$ cat src/rtl/nco_shd_pkg.sv
package nco_shd_pkg;

  // Returns the count to hold after the current edge.
  function automatic logic [31:0] count_next(input logic [31:0] cur);
    return (cur > 32'd1) ? cur - 32'd1 : 32'd0;
  endfunction

  // Returns 1 when the current count calls for the shadow-to-active move.
  function automatic logic count_fires(input logic [31:0] cur);
    return cur == 32'd1;
  endfunction

endpackage

$ cat src/rtl/nco_shd_regfile.sv
module nco_shd_regfile #(
  parameter int FREQ_W = 32,
  parameter int DATA_W = 16,
  parameter int HOLD_W = 16,
  parameter int ADDR_W = 2
) (
  input  logic              clk,
  input  logic              rst_n,
  input  logic              wr_en,
  input  logic [ADDR_W-1:0] wr_addr,
  input  logic [DATA_W-1:0] wr_data,
  output logic [FREQ_W-1:0] shadow_o,
  output logic [HOLD_W-1:0] hold_o
);
  localparam int N_HALF = FREQ_W / DATA_W;

  logic [DATA_W-1:0] half_q [N_HALF];
  logic [HOLD_W-1:0] hold_q;

  for (genvar g = 0; g < N_HALF; g++) begin : g_half
    always_ff @(posedge clk or negedge rst_n) begin
      if (!rst_n)
        half_q[g] <= '0;
      else if (wr_en && wr_addr == ADDR_W'(g))
        half_q[g] <= wr_data;
    end
  end

  always_ff @(posedge clk or negedge rst_n) begin
    if (!rst_n)
      hold_q <= '0;
    else if (wr_en && wr_addr == ADDR_W'(N_HALF))
      hold_q <= wr_data[HOLD_W-1:0];
  end

  always_comb begin
    shadow_o = '0;
    for (int i = 0; i < N_HALF; i++)
      shadow_o[i*DATA_W +: DATA_W] = half_q[i];
  end

  assign hold_o = hold_q;
endmodule

$ cat src/rtl/nco_shd_trigger.sv
module nco_shd_trigger (
  input  logic clk,
  input  logic rst_n,
  input  logic sync_hop,
  input  logic sleep,
  output logic wake_o,
  output logic trig_o
);
  logic sleep_q;

  always_ff @(posedge clk or negedge rst_n) begin
    if (!rst_n) sleep_q <= 1'b0;
    else        sleep_q <= sleep;
  end

  assign wake_o = sleep_q & ~sleep;
  assign trig_o = sync_hop | wake_o;
endmodule

$ cat src/rtl/nco_shd_holdoff_cnt.sv
module nco_shd_holdoff_cnt
  import nco_shd_pkg::*;
#(
  parameter int HOLD_W = 16
) (
  input  logic              clk,
  input  logic              rst_n,
  input  logic              trig,
  input  logic [HOLD_W-1:0] hold,
  output logic [HOLD_W-1:0] cnt_o,
  output logic              fire_o
);
  logic [HOLD_W-1:0] cnt_q;
  logic [HOLD_W-1:0] cur;

  // A trigger takes priority and replaces any count in progress.
  assign cur    = trig ? hold : cnt_q;
  assign fire_o = count_fires(32'(cur));

  always_ff @(posedge clk or negedge rst_n) begin
    if (!rst_n) cnt_q <= '0;
    else        cnt_q <= HOLD_W'(count_next(32'(cur)));
  end

  assign cnt_o = cnt_q;
endmodule

$ cat src/rtl/nco_freq_shadow_ctrl.sv
module nco_freq_shadow_ctrl #(
  parameter int FREQ_W = 32,
  parameter int DATA_W = 16,
  parameter int HOLD_W = 16,
  parameter int ADDR_W = 2
) (
  input  logic              clk,
  input  logic              rst_n,
  input  logic              wr_en,
  input  logic [ADDR_W-1:0] wr_addr,
  input  logic [DATA_W-1:0] wr_data,
  input  logic [ADDR_W-1:0] rd_addr,
  output logic [DATA_W-1:0] rd_data,
  input  logic              sync_hop,
  input  logic              sleep,
  output logic [FREQ_W-1:0] active_freq,
  output logic              xfer_strobe
);
  localparam int N_HALF = FREQ_W / DATA_W;

  logic [FREQ_W-1:0] shadow_q;
  logic [HOLD_W-1:0] hold_q;
  logic [HOLD_W-1:0] cnt_q;
  logic              wake_w;
  logic              trig_w;
  logic              fire_w;
  logic [FREQ_W-1:0] active_q;
  logic              strobe_q;

  nco_shd_regfile #(
    .FREQ_W(FREQ_W), .DATA_W(DATA_W), .HOLD_W(HOLD_W), .ADDR_W(ADDR_W)
  ) regs_i (
    .clk(clk), .rst_n(rst_n), .wr_en(wr_en), .wr_addr(wr_addr),
    .wr_data(wr_data), .shadow_o(shadow_q), .hold_o(hold_q)
  );

  nco_shd_trigger trig_i (
    .clk(clk), .rst_n(rst_n), .sync_hop(sync_hop), .sleep(sleep),
    .wake_o(wake_w), .trig_o(trig_w)
  );

  nco_shd_holdoff_cnt #(.HOLD_W(HOLD_W)) cnt_i (
    .clk(clk), .rst_n(rst_n), .trig(trig_w), .hold(hold_q),
    .cnt_o(cnt_q), .fire_o(fire_w)
  );

  always_ff @(posedge clk or negedge rst_n) begin
    if (!rst_n) begin
      active_q <= '0;
      strobe_q <= 1'b0;
    end else begin
      strobe_q <= fire_w;
      if (fire_w) active_q <= shadow_q;
    end
  end

  always_comb begin
    rd_data = '0;
    for (int i = 0; i < N_HALF; i++)
      if (rd_addr == ADDR_W'(i)) rd_data = active_q[i*DATA_W +: DATA_W];
    if (rd_addr == ADDR_W'(N_HALF)) rd_data = DATA_W'(hold_q);
  end

  assign active_freq = active_q;
  assign xfer_strobe = strobe_q;
endmodule

$ cat config.mk
export PLATFORM = sky130hd
export DESIGN_NAME = nco_freq_shadow_ctrl
export DESIGN_NICKNAME = d
export VERILOG_FILES = /design/src/rtl/nco_shd_pkg.sv /design/src/rtl/nco_shd_regfile.sv /design/src/rtl/nco_shd_trigger.sv /design/src/rtl/nco_shd_holdoff_cnt.sv /design/src/rtl/nco_freq_shadow_ctrl.sv
export SDC_FILE = /design/constraint.sdc
export NUM_CORES = 1
export LEC_CHECK = 0
export ABC_AREA = 1
export BUFFER_PORTS_ARGS = -buffer_cell sky130_fd_sc_hd__buf_2
export CORE_MARGIN = 1
export CORE_UTILIZATION = 62
export CTS_BUF_LIST = sky130_fd_sc_hd__clkbuf_8 sky130_fd_sc_hd__clkbuf_16
export DETAILED_ROUTE_END_ITERATION = 10
export PLACE_DENSITY = 0.84
export SLEW_MARGIN = 20
export SYNTH_ARGS = -nofsm -noshare
export SYNTH_HDL_FRONTEND = slang
export SYNTH_HIERARCHICAL = 1
export SYNTH_SLANG_ARGS = --single-unit
export TNS_END_PERCENT = 100
$ cat constraint.sdc
create_clock -name clk -period 3.5 [get_ports clk]
set_input_delay 0.7 -clock clk [delete_from_list [all_inputs] [get_ports clk]]
set_output_delay 0.7 -clock clk [all_outputs]
set_load 0.01 [all_outputs]
=== Word level (Yosys, flattened, before mapping) ===
Cells that the tools add are included.

* Output and inout bits: 49
* Flip-flop bits (word level): 98
* Input bits: 25
* Word-level logic and storage cells: 27

* Order comparisons: 1
* Add/sub/neg operators: 1
* Eq/ne operators: 5
* Bitwise logic cells: 3
* Mux-type cells: 5
* Reductions and logical operators: 5

{| class="wikitable"
|+ Operator list
! operator !! number
|-
| 16-bit two-way mux || 5
|-
| 16-bit by 1-bit equality test with 1-bit output (second input constant) || 1
|-
| 16-bit by 1-bit > comparator with 1-bit output (second input constant) || 1
|-
| 16-bit by 1-bit subtractor with 16-bit output (second input constant) || 1
|-
| 2-bit by 1-bit equality test with 1-bit output (second input constant) || 2
|-
| 2-bit equality test (second input constant) || 2
|-
| 2-bit logical NOT || 2
|-
| 1-bit logical AND || 3
|-
| 1-bit AND || 1
|-
| 1-bit NOT || 1
|-
| 1-bit OR || 1
|}

=== Depth between registers and ports, before layout ===
Gate-level depths: netlist of the first run.

* Depth in word-level cells: 6
* Mapped depth: 18
* Gate-level depth less buffers: 14

=== By module ===
The synthesis of the first run kept the hierarchy.

{| class="wikitable"
|+ Modules (own cells, without submodules)
! module !! instances !! sequential area each (µm²) !! cells an instance !! area each (µm²)
|-
| nco_shd_regfile || 1 || 1,201.2 || 214 || 2,048.2
|-
| nco_freq_shadow_ctrl || 1 || 825.8 || 210 || 1,729.2
|-
| nco_shd_holdoff_cnt || 1 || 400.4 || 211 || 1,321.3
|-
| nco_shd_trigger || 1 || 25.0 || 6 || 46.3
|}

=== Worst setup path before layout of the first run ===
Ideal clock, no wire load.

* Path kind: input port to flip-flop
* From: input port sleep
* To: register active_q[0], in the netlist active_freq[0]
* Setup time: 0.123 ns
* Buffers on the path: 4
* Slack: 1.135 ns
* Required time: 3.377 ns
* Stages on the path: 14
* Arrival: 2.242 ns
* Path through: inv_1 -> nand2_2 -> nand2_1 -> buf_6 -> buf_6 -> o21ai_1 -> ha_1 -> nand3_1 -> nor2_1 -> nand2_1 -> inv_1 -> buf_2 -> buf_2 -> o21ai_1

* Cells in the longest elaborated chain, start to end: 5

{| class="wikitable"
|+ RTL lines
! item !! line !! source
|-
| start: declaration || nco_freq_shadow_ctrl.sv:15 || <nowiki>input logic sleep,</nowiki>
|-
| 1-bit NOT || nco_shd_trigger.sv:16 || <nowiki>assign wake_o = sleep_q & ~sleep;</nowiki>
|-
| 1-bit AND || nco_shd_trigger.sv:16 ||
|-
| 1-bit OR || nco_shd_trigger.sv:17 || <nowiki>assign trig_o = sync_hop | wake_o;</nowiki>
|-
| net trig_w || nco_freq_shadow_ctrl.sv:25 || <nowiki>logic trig_w;</nowiki>
|-
| 16-bit two-way mux || nco_shd_holdoff_cnt.sv:17 || <nowiki>assign cur = trig ? hold : cnt_q;</nowiki>
|-
| 16-bit by 1-bit equality test with 1-bit output || nco_shd_pkg.sv:10 || <nowiki>return cur == 32'd1;</nowiki>
|-
| net fire_w || nco_freq_shadow_ctrl.sv:26 || <nowiki>logic fire_w;</nowiki>
|-
| end signal: assignment || nco_freq_shadow_ctrl.sv:53 || <nowiki>if (fire_w) active_q <= shadow_q;</nowiki>
|-
| end: declaration || nco_freq_shadow_ctrl.sv:27 || <nowiki>logic [FREQ_W-1:0] active_q;</nowiki>
|}

The timed path passes the listed nets, and every way through them passes these cells.
A chain may end at the register's enable or synchronous reset.

=== Worst setup path in the final report of the first run ===
* From: input port rd_addr[0]
* To: output port rd_data[13]

* Cells in the longest elaborated chain, start to end: 4
* Elaborated cells between the ends (all ways): 6
* Those cells by class: 2 x eq/ne; 3 x mux; 1 x reduce/logical

{| class="wikitable"
|+ RTL lines
! item !! line !! source
|-
| start: declaration || nco_freq_shadow_ctrl.sv:12 || <nowiki>input logic [ADDR_W-1:0] rd_addr,</nowiki>
|-
| 2-bit logical NOT || nco_freq_shadow_ctrl.sv:60 || <nowiki>if (rd_addr == ADDR_W'(i)) rd_data = active_q[i*DATA_W +: DATA_W];</nowiki>
|-
| 16-bit two-way mux (2 in series) || nco_freq_shadow_ctrl.sv:60 ||
|-
| 16-bit two-way mux * || nco_freq_shadow_ctrl.sv:61 || <nowiki>if (rd_addr == ADDR_W'(N_HALF)) rd_data = DATA_W'(hold_q);</nowiki>
|-
| end: declaration || nco_freq_shadow_ctrl.sv:13 || <nowiki>output logic [DATA_W-1:0] rd_data,</nowiki>
|}

Mark *: on every way between the ends. The rest lies on a longest branch, timed or not.

==> summary.md, run 1 <==
| Metric | Value |
|---|---|
| Outcome | finished, final reports clean |
| Min Hold Slack | 0.337 ns |
| Power per cell area | 597 nW/um2 |
| Layout cells sized above 1 | 18.8% |
| Rows | 32 |
| DR DRC count | 0 |
| Post-CTS sizing | 0 |
| CTS sink count | 98 |
| Die width | 93.1 um |
| GRT Residual Overflow | 0 |
| Hpwl dp | 8.59 mm |
| Starting Density | 65.2% |
| Max transition margin | 37.8% |
| Fin. Hold Viols | 0 |
| Skew-Pair Late Insertion Delay | 0.37 ns |
| CTS clock-pin slew for the worst setup and hold paths | 0.09 ns |
| PortBufs | 73 |
| Area Growth Syn to Fin | 9.10% |
| Unrepaired setup endpoints after global routing | no |
| Synthesized area | 5140 um2 |
| Clock share of power | 26.0% |
| Setup crit start kind | primary input |
| # IOs | 74 |
| Post-CTS Setup Inserts | 0 |
| CTS Buf Count | 9 |
| Final core occ | 71.1% |
| Sw Pwr | 1.16 mW |
| Final wirelength | 12.3 mm |
| Register share of total power | 47.6% |
| CP Capture Type | output port |
| CTS tree | yes |
| Mean Syn Cell Area | 8.03 um2 |
| Final net count | 720 |
| Vias per inst | 5.53 |
| # Max-Cap Violations | 0 |
| Part of the power in combinational logic | 26.4% |
| Max Root-Sink Buffers | 2 |
| Routed Antenna Nets | 0 |
| DRT iter0 DRCs | 466 |
| GPL Wtd Cong | 0.900 |
| Commonest non-fill, non-tap cells in the layout | nand2_1, dfrtp_1, buf_2 |
| WL/cell | 15.4 um |
| Initial antenna violation count | 0 |
| Total power | 3.35 mW |
| Setup violations, final | 0 |
| First-pass GRT wire length | 20.5 mm |
| Commonest non-fill, non-tap cell in the layout | nand2_1 |
| Syn_nets | 667 |
| Pint | 2.19 mW |
| Syn Inst Count | 640 |
| Root Buffer | clkbuf_8 |
| Static leakage | 3.03 nW |
| Max-slew violation count | 0 |
| Htree depth | 3 |
| Crit path DAT | 1.64 ns |
| Crit path max fanout | 18 |
| Setup TNS | 0 ns |
| DP Area | 5370 um2 |
| Crit Path Category | primary input to output port |
| Max frequency | 427 MHz |
| Antenna diodes | 0 |
| Yosys warnings | 6 |
| Worst hold path class | primary input to asynchronous set/reset pin |
| Vias | 4,419 |
| Post-cts hold buffer count | 0 |
| Post-route cell area | 5610 um2 |
| Final Skew | 0.0117 ns |
| Die area | 8660 um2 |
| Vias in the first global route | 4,173 |
| All-Layer GR Usage | 30.9% |
| Worst-Margin Slew | 0.932 ns |
| Switch share | 34.6% |
| Final worst-path cycle share | 66.9% |
| First-pass DRT Iterations | 5 |
| Core area | 7890 um2 |
| Largest net degree at the start of global routing | 66 |
| Critical Path RT | 2.80 ns |
| Chip Height | 93.1 um |
| Worst IR drop on VDD | 0.308 mV |
| Final Critical Period | 2.34 ns |
[power by group through the flow]
| stage | sequential [mW] | combinational (mW) | clock, mW |
|---|---|---|---|
| detailed placement | 1.61 | 0.884 | 0 |
| CTS | 1.59 | 0.888 | 0.881 |
| finish | 1.59 | 0.886 | 0.870 |
| global route | 1.62 | 1.00 | 0.932 |
| floorplan | 1.61 | 0.547 | 0 |
| global placement | 1.60 | 0.849 | 0 |
[registers in the layout, summed over array words and instances, names as in the netlist]
signal,count
active_freq,32
cnt_i/cnt_o,16
regs_i/hold_o,16
regs_i/shadow_o,32
trig_i/sleep_q,1
xfer_strobe,1
[worst paths after layout]
check | cells past startpoint | start | slack (ns) | to
setup reg to reg | 14 | trig_i/sleep_q | 1.28 | active_freq[24]
hold / removal | 1 | rst_n | 0.34 | cnt_i/cnt_o[0]
setup / recovery | 5 | rd_addr[0] | 1.16 | rd_data[13]
max in group asynchronous | 2 | rst_n | 2.35 | regs_i/shadow_o[24]
min in group clk | 1 | sleep | 0.45 | trig_i/sleep_q
hold reg to reg | 2 | regs_i/shadow_o[8] | 0.48 | regs_i/shadow_o[8]
[layer usage]
layer  GRT usage, %  share of wire (%)  vias to the layer above
li1               -                  -                     2134
met1           42.3                 44                     2100
met2           48.5                 48                      157
met3           5.69                5.0                       28
met4           13.1                2.8                        0
met5              0                  0                        -
[cell type report]
type,instances,area (um2)
Fill cell,562,2280
Inverter,68,268
Tap cell,102,128
Multi-Input combinational cell,439,2110
Sequential cell,98,2450
Clock buffer,9,124
Clock inverter,6,113
Timing Repair Buffer,77,410
[per-stage QoR]
step / worst slack, ns / instances
after global routing: 1.02 / 799
after CTS: 1.18 / 799
after floorplan: 1.15 / 640
after detailed placement: 0.828 / 784
final: 1.16 / 799
after global placement: 0.881 / 784
[critical path, stage by stage]
cell,delay (ns)
buf_2,0.38
inv_4,0.17
nand3_1,0.16
nand3_2,0.08
buf_2,0.14
No activity file was read; power rests on OpenSTA's default activity.
==> run 2: changes to the inputs <==
- CORE_UTILIZATION: 62 -> 57
- PLACE_DENSITY: 0.84 -> 0.79
- clock period: 3.5 -> 2.2 ns (I/O delays scaled with it)
==> summary.md, run 2 (synthesis gave the netlist of run 1 again) <==
| Metric | Value |
|---|---|
| Final worst-path cycle share | 91.4% |
| Critical Path Slowest Stage Cell | dfrtp_1 |
| FF-to-FF Start | trig_i/sleep_q |
| Vias per inst | 5.34 |
| Die area | 9400 um2 |
| # IOs | 74 |
| Routed Antenna Nets | 0 |
| Crit path DAT | 2.31 ns |
| Setup violations, final | 0 |
| Root Buffer | clkbuf_8 |
| Die width | 97.0 um |
| Unrepaired setup endpoints after global routing | no |
| CTS sink count | 98 |
| GRT Residual Overflow | 0 |
| Worst path buffer plus inverter count | 5 |
| Final net count | 736 |
| Critical Path RT | 2.49 ns |
| CTS Buf Count | 9 |
| WL/cell | 14.5 um |
| Crit path max fanout | 24 |
| CP dominant cell by count | nand2_1 |
| Initial antenna violation count | 0 |
| Fin. Hold Viols | 0 |
| Crit-path cells | nand2_2 > nand2_1 > buf_12 > inv_6 > buf_12 > nand2_1 > nand2_1 > nor2_4 > nand2_2 > nor2_4 > nand2_1 > inv_4 > clkbuf_16 > nand2_1 > o21ai_1 |
| Final worst setup slack | 0.188 ns |
| Antenna diodes | 0 |
| CP Capture Type | flop |
| Max frequency | 497 MHz |
| First-pass GRT wire length | 20.0 mm |
| Post-CTS Setup Inserts | 0 |
| Final wirelength | 11.9 mm |
| Core area | 8720 um2 |
| Commonest non-fill, non-tap cells in the layout | nand2_1, dfrtp_1, buf_2 |
| Chip Height | 97.0 um |
| Vias in the first global route | 4,070 |
| CP peak stage delay | 0.36 ns |
| Worst-Margin Slew | 0.629 ns |
| Rows | 34 |
| Static leakage | 3.11 nW |
| Worst hold path class | primary input to asynchronous set/reset pin |
| Final Critical Period | 2.01 ns |
| Htree depth | 3 |
| Dpl cells | 805 |
| Starting Density | 59.0% |
| Crit Path Category | flop to flop |
| DR DRC count | 0 |
| Power per cell area | 887 nW/um2 |
| Area Growth Syn to Fin | 12.1% |
| Max transition margin | 58.1% |
| PortBufs | 73 |
| Commonest non-fill, non-tap cell in the layout | nand2_1 |
| Max-slew violation count | 0 |
| Max Root-Sink Buffers | 2 |
| GPL Wtd Cong | 0.912 |
| Layout cells sized above 1 | 21.1% |
| Largest net degree at the start of global routing | 45 |
| Vias | 4,386 |
| CTS tree | yes |
| Total power | 5.11 mW |
| First-pass DRT Iterations | 5 |
| Post-Layout Cell Count | 822 |
| Worst IR drop on VDD | 0.406 mV |
| # Max-Cap Violations | 0 |
| Final core occ | 66.1% |
| Setup crit start kind | flop |
| Skew-Pair Late Insertion Delay | 0.36 ns |
| DRT iter0 DRCs | 337 |
| All-Layer GR Usage | 26.4% |
| Pre-CTS setup slack | -0.0780 ns |
| Outcome | finished, final reports clean |
| Critical path startpoint | trig_i/sleep_q |
| Hpwl dp | 8.83 mm |
| Final Skew | 0.00938 ns |
| Cell family with most CP delay | simple AND/OR/NAND/NOR gates |
| CTS clock-pin slew for the worst setup and hold paths | 0.10 ns |
## run 2: area by class of cell
type	count	area, um2
Clock inverter	7	61.3
Inverter	68	270
Clock buffer	9	124
Fill cell	704	2960
Sequential cell	98	2450
Timing Repair Buffer	93	598
Tap cell	108	135
Multi-Input combinational cell	439	2120
## run 2: path summary, 6_finish.rpt
check	to	slack (ns)	cells past startpoint
worst max-delay path	active_freq[28]	0.19	15
worst max register to register	active_freq[28]	0.19	15
worst min-delay path	cnt_i/cnt_o[4]	0.04	1
min in group clk	trig_i/sleep_q	0.19	1
max in group asynchronous	regs_i/shadow_o[8]	1.52	2
worst min register to register	regs_i/shadow_o[0]	0.48	2
## run 2: what timing repair did
item,4_1_cts,5_1_grt
hold buffers,0,0
endpoints found under the setup margin,0,47
gates resized for setup,0,4
## run 2: power breakdown
| group | switching [mW] | internal (mW) | total, mW |
|---|---|---|---|
| registers | 0.329 | 2.21 | 2.54 |
| logic | 0.896 | 0.584 | 1.48 |
| clock network | 0.661 | 0.431 | 1.09 |
## run 2: stage by stage
| step | hold WS (ns) | area [um2] | setup TNS, ns |
|---|---|---|---|
| 6_report | 0.0424 | 5760 | 0 |
| 5_1_grt | 0.0765 | 5760 | 0 |
| 4_1_cts | 0.0562 | 5730 | 0 |
| 3_5_place_dp | 0.452 | 5540 | -2.08 |
| 3_3_place_gp | 0.450 | 5540 | -0.108 |
| 2_1_floorplan | 0.144 | 5140 | 0 |
## run 2: per-layer routing
metal  wire length (um)  global-route usage, %  up-vias
met5                  0                      0        -
met4                283                   10.4        0
met3                571                   3.47       25
met2               5620                   40.6      135
met1               5450                   38.1     2059
li1                   -                      -     2167
==> run 3: changes to the inputs <==
- RECOVER_POWER: not set -> 25
- TNS_END_PERCENT: 100 -> 30
==> summary.md, run 3 (synthesis gave the netlist of run 1 again) <==
| Metric | Value |
|---|---|
| Sw Pwr | 1.88 mW |
| Worst-Margin Slew | 1.04 ns |
| Max transition margin | 30.3% |
| Fin. Hold Viols | 0 |
| Unrepaired setup endpoints after global routing | no |
| Crit-path cells | nand2_2 > nand2_1 > buf_12 > inv_6 > buf_12 > nand2_1 > nand2_1 > nor2_4 > nand2_2 > nor2_4 > nand2_1 > inv_4 > clkbuf_16 > nand2_1 > o21ai_1 |
| DR DRC count | 0 |
| Setup crit start kind | flop |
| Vias per inst | 5.34 |
| Initial antenna violation count | 0 |
| Final net count | 736 |
| CP Capture Type | flop |
| CTS Buf Count | 9 |
| CP dominant cell by count | nand2_1 |
| Max-slew violation count | 0 |
| CP peak stage delay | 0.36 ns |
| Setup violations, final | 0 |
| Worst hold path class | primary input to flop |
| Final Critical Period | 2.01 ns |
| Storage cell area | 2450 um2 |
| Antenna diodes | 0 |
| Cell family with most CP delay | simple AND/OR/NAND/NOR gates |
| Vias | 4,390 |
| First-pass DRT Iterations | 5 |
| GPL Wtd Cong | 0.912 |
| Core area | 8720 um2 |
| CTS clock-pin slew for the worst setup and hold paths | 0.10 ns |
| # IOs | 74 |
| Total power | 5.11 mW |
| First-pass GRT wire length | 20.0 mm |
| Largest net degree at the start of global routing | 45 |
| DRT iter0 DRCs | 348 |
| Die area | 9400 um2 |
| Commonest non-fill, non-tap cells in the layout | nand2_1, dfrtp_1, buf_2 |
| Crit path max fanout | 24 |
| Pint | 3.22 mW |
| Part of the power in combinational logic | 28.9% |
| Chip Height | 97.0 um |
| Post-CTS Setup Inserts | 0 |
| Post-route cell area | 5740 um2 |
| PortBufs | 73 |
| Starting Density | 59.0% |
| Commonest non-fill, non-tap cell in the layout | nand2_1 |
| Layout cells sized above 1 | 21.1% |
| Power per cell area | 889 nW/um2 |
| Max Root-Sink Buffers | 2 |
| Worst path buffer plus inverter count | 5 |
| Critical Path Slowest Stage Cell | dfrtp_1 |
| Die width | 97.0 um |
| Fillers | 706 |
| Clock share of power | 21.5% |
| Final wirelength | 11.9 mm |
| Outcome | finished, final reports clean |
| Static leakage | 3.10 nW |
| Crit Path Category | flop to flop |
| Final worst-path cycle share | 91.3% |
| Rows | 34 |
| Critical Path RT | 2.49 ns |
| Max frequency | 498 MHz |
| Final core occ | 65.9% |
| Worst IR drop on VDD | 0.410 mV |
| GRT Residual Overflow | 0 |
| CTS sink count | 98 |
| CTS tree | yes |
| Hpwl dp | 8.83 mm |
| Switch share | 36.9% |
| Vias in the first global route | 4,070 |
| WL/cell | 14.5 um |
| DP Area | 5540 um2 |
| Root Buffer | clkbuf_8 |
| Min Hold Slack | 0.190 ns |
| Multi-input gate area | 2120 um2 |
| Routed Antenna Nets | 0 |
| # Max-Cap Violations | 0 |
| All-Layer GR Usage | 26.4% |
| Htree depth | 3 |
| Skew-Pair Late Insertion Delay | 0.36 ns |
| Area Growth Syn to Fin | 11.7% |
| Final Skew | 0.00888 ns |
| Register share of total power | 49.7% |
| Crit path DAT | 2.30 ns |
==> run 3: cell types whose count changed in the layout (fill, tap and decap cells not counted), sizes merged <==
| cell | before | now |
|---|---|---|
| buf | 92 | 90 |
| clkbuf | 10 | 12 |
==> run 3: area by class of cell <==
type	count	share of cell area [%]
clock buffers	9	2.16
clock inverters	7	1.07
inverters	68	4.70
multi-input cells	439	36.9
flip-flops and latches	98	42.7
well taps	108	2.35
repair buffers	93	10.1
==> run 3: per-layer routing <==
layer	track usage, %	routed length (um)
met1	38.1	5360
met3	3.47	641
met5	0	0
met2	40.6	5650
met4	10.4	264
==> run 3: per-stage QoR <==
stage,setup TNS (ns),instances,setup WS (ns)
6_report,0,822,0.192
5_1_grt,0,822,0.00861
4_1_cts,0,821,0.0966
3_5_place_dp,-2.08,805,-0.0780
3_3_place_gp,-0.108,805,-0.00777
2_1_floorplan,0,640,0.108
==> run 3: power by group through the flow <==
stage / sequential, mW / combinational [mW] / clock, mW
final: 2.54 / 1.47 / 1.10
after global routing: 2.58 / 1.66 / 1.19
after CTS: 2.53 / 1.48 / 1.11
after detailed placement: 2.56 / 1.47 / 0
after global placement: 2.55 / 1.42 / 0
after floorplan: 2.56 / 0.871 / 0
==> run 3: worst paths after layout <==
path	end	cells after the start	start	slack, ns
max	active_freq[28]	15	trig_i/sleep_q	0.19
min reg2reg	regs_i/shadow_o[0]	2	regs_i/shadow_o[0]	0.48
min in group asynchronous	cnt_i/cnt_o[4]	1	rst_n	0.22
max in group asynchronous	regs_i/hold_o[15]	2	rst_n	0.40
min	trig_i/sleep_q	1	sleep	0.19
max reg2reg	active_freq[28]	15	trig_i/sleep_q	0.19
==> run 3: what timing repair did <==
item                                    4_1_cts  5_1_grt
endpoints found under the setup margin        0       47
resized for setup                             0        4
endpoints found under the hold margin         0        0
hold buffers                                  0        0
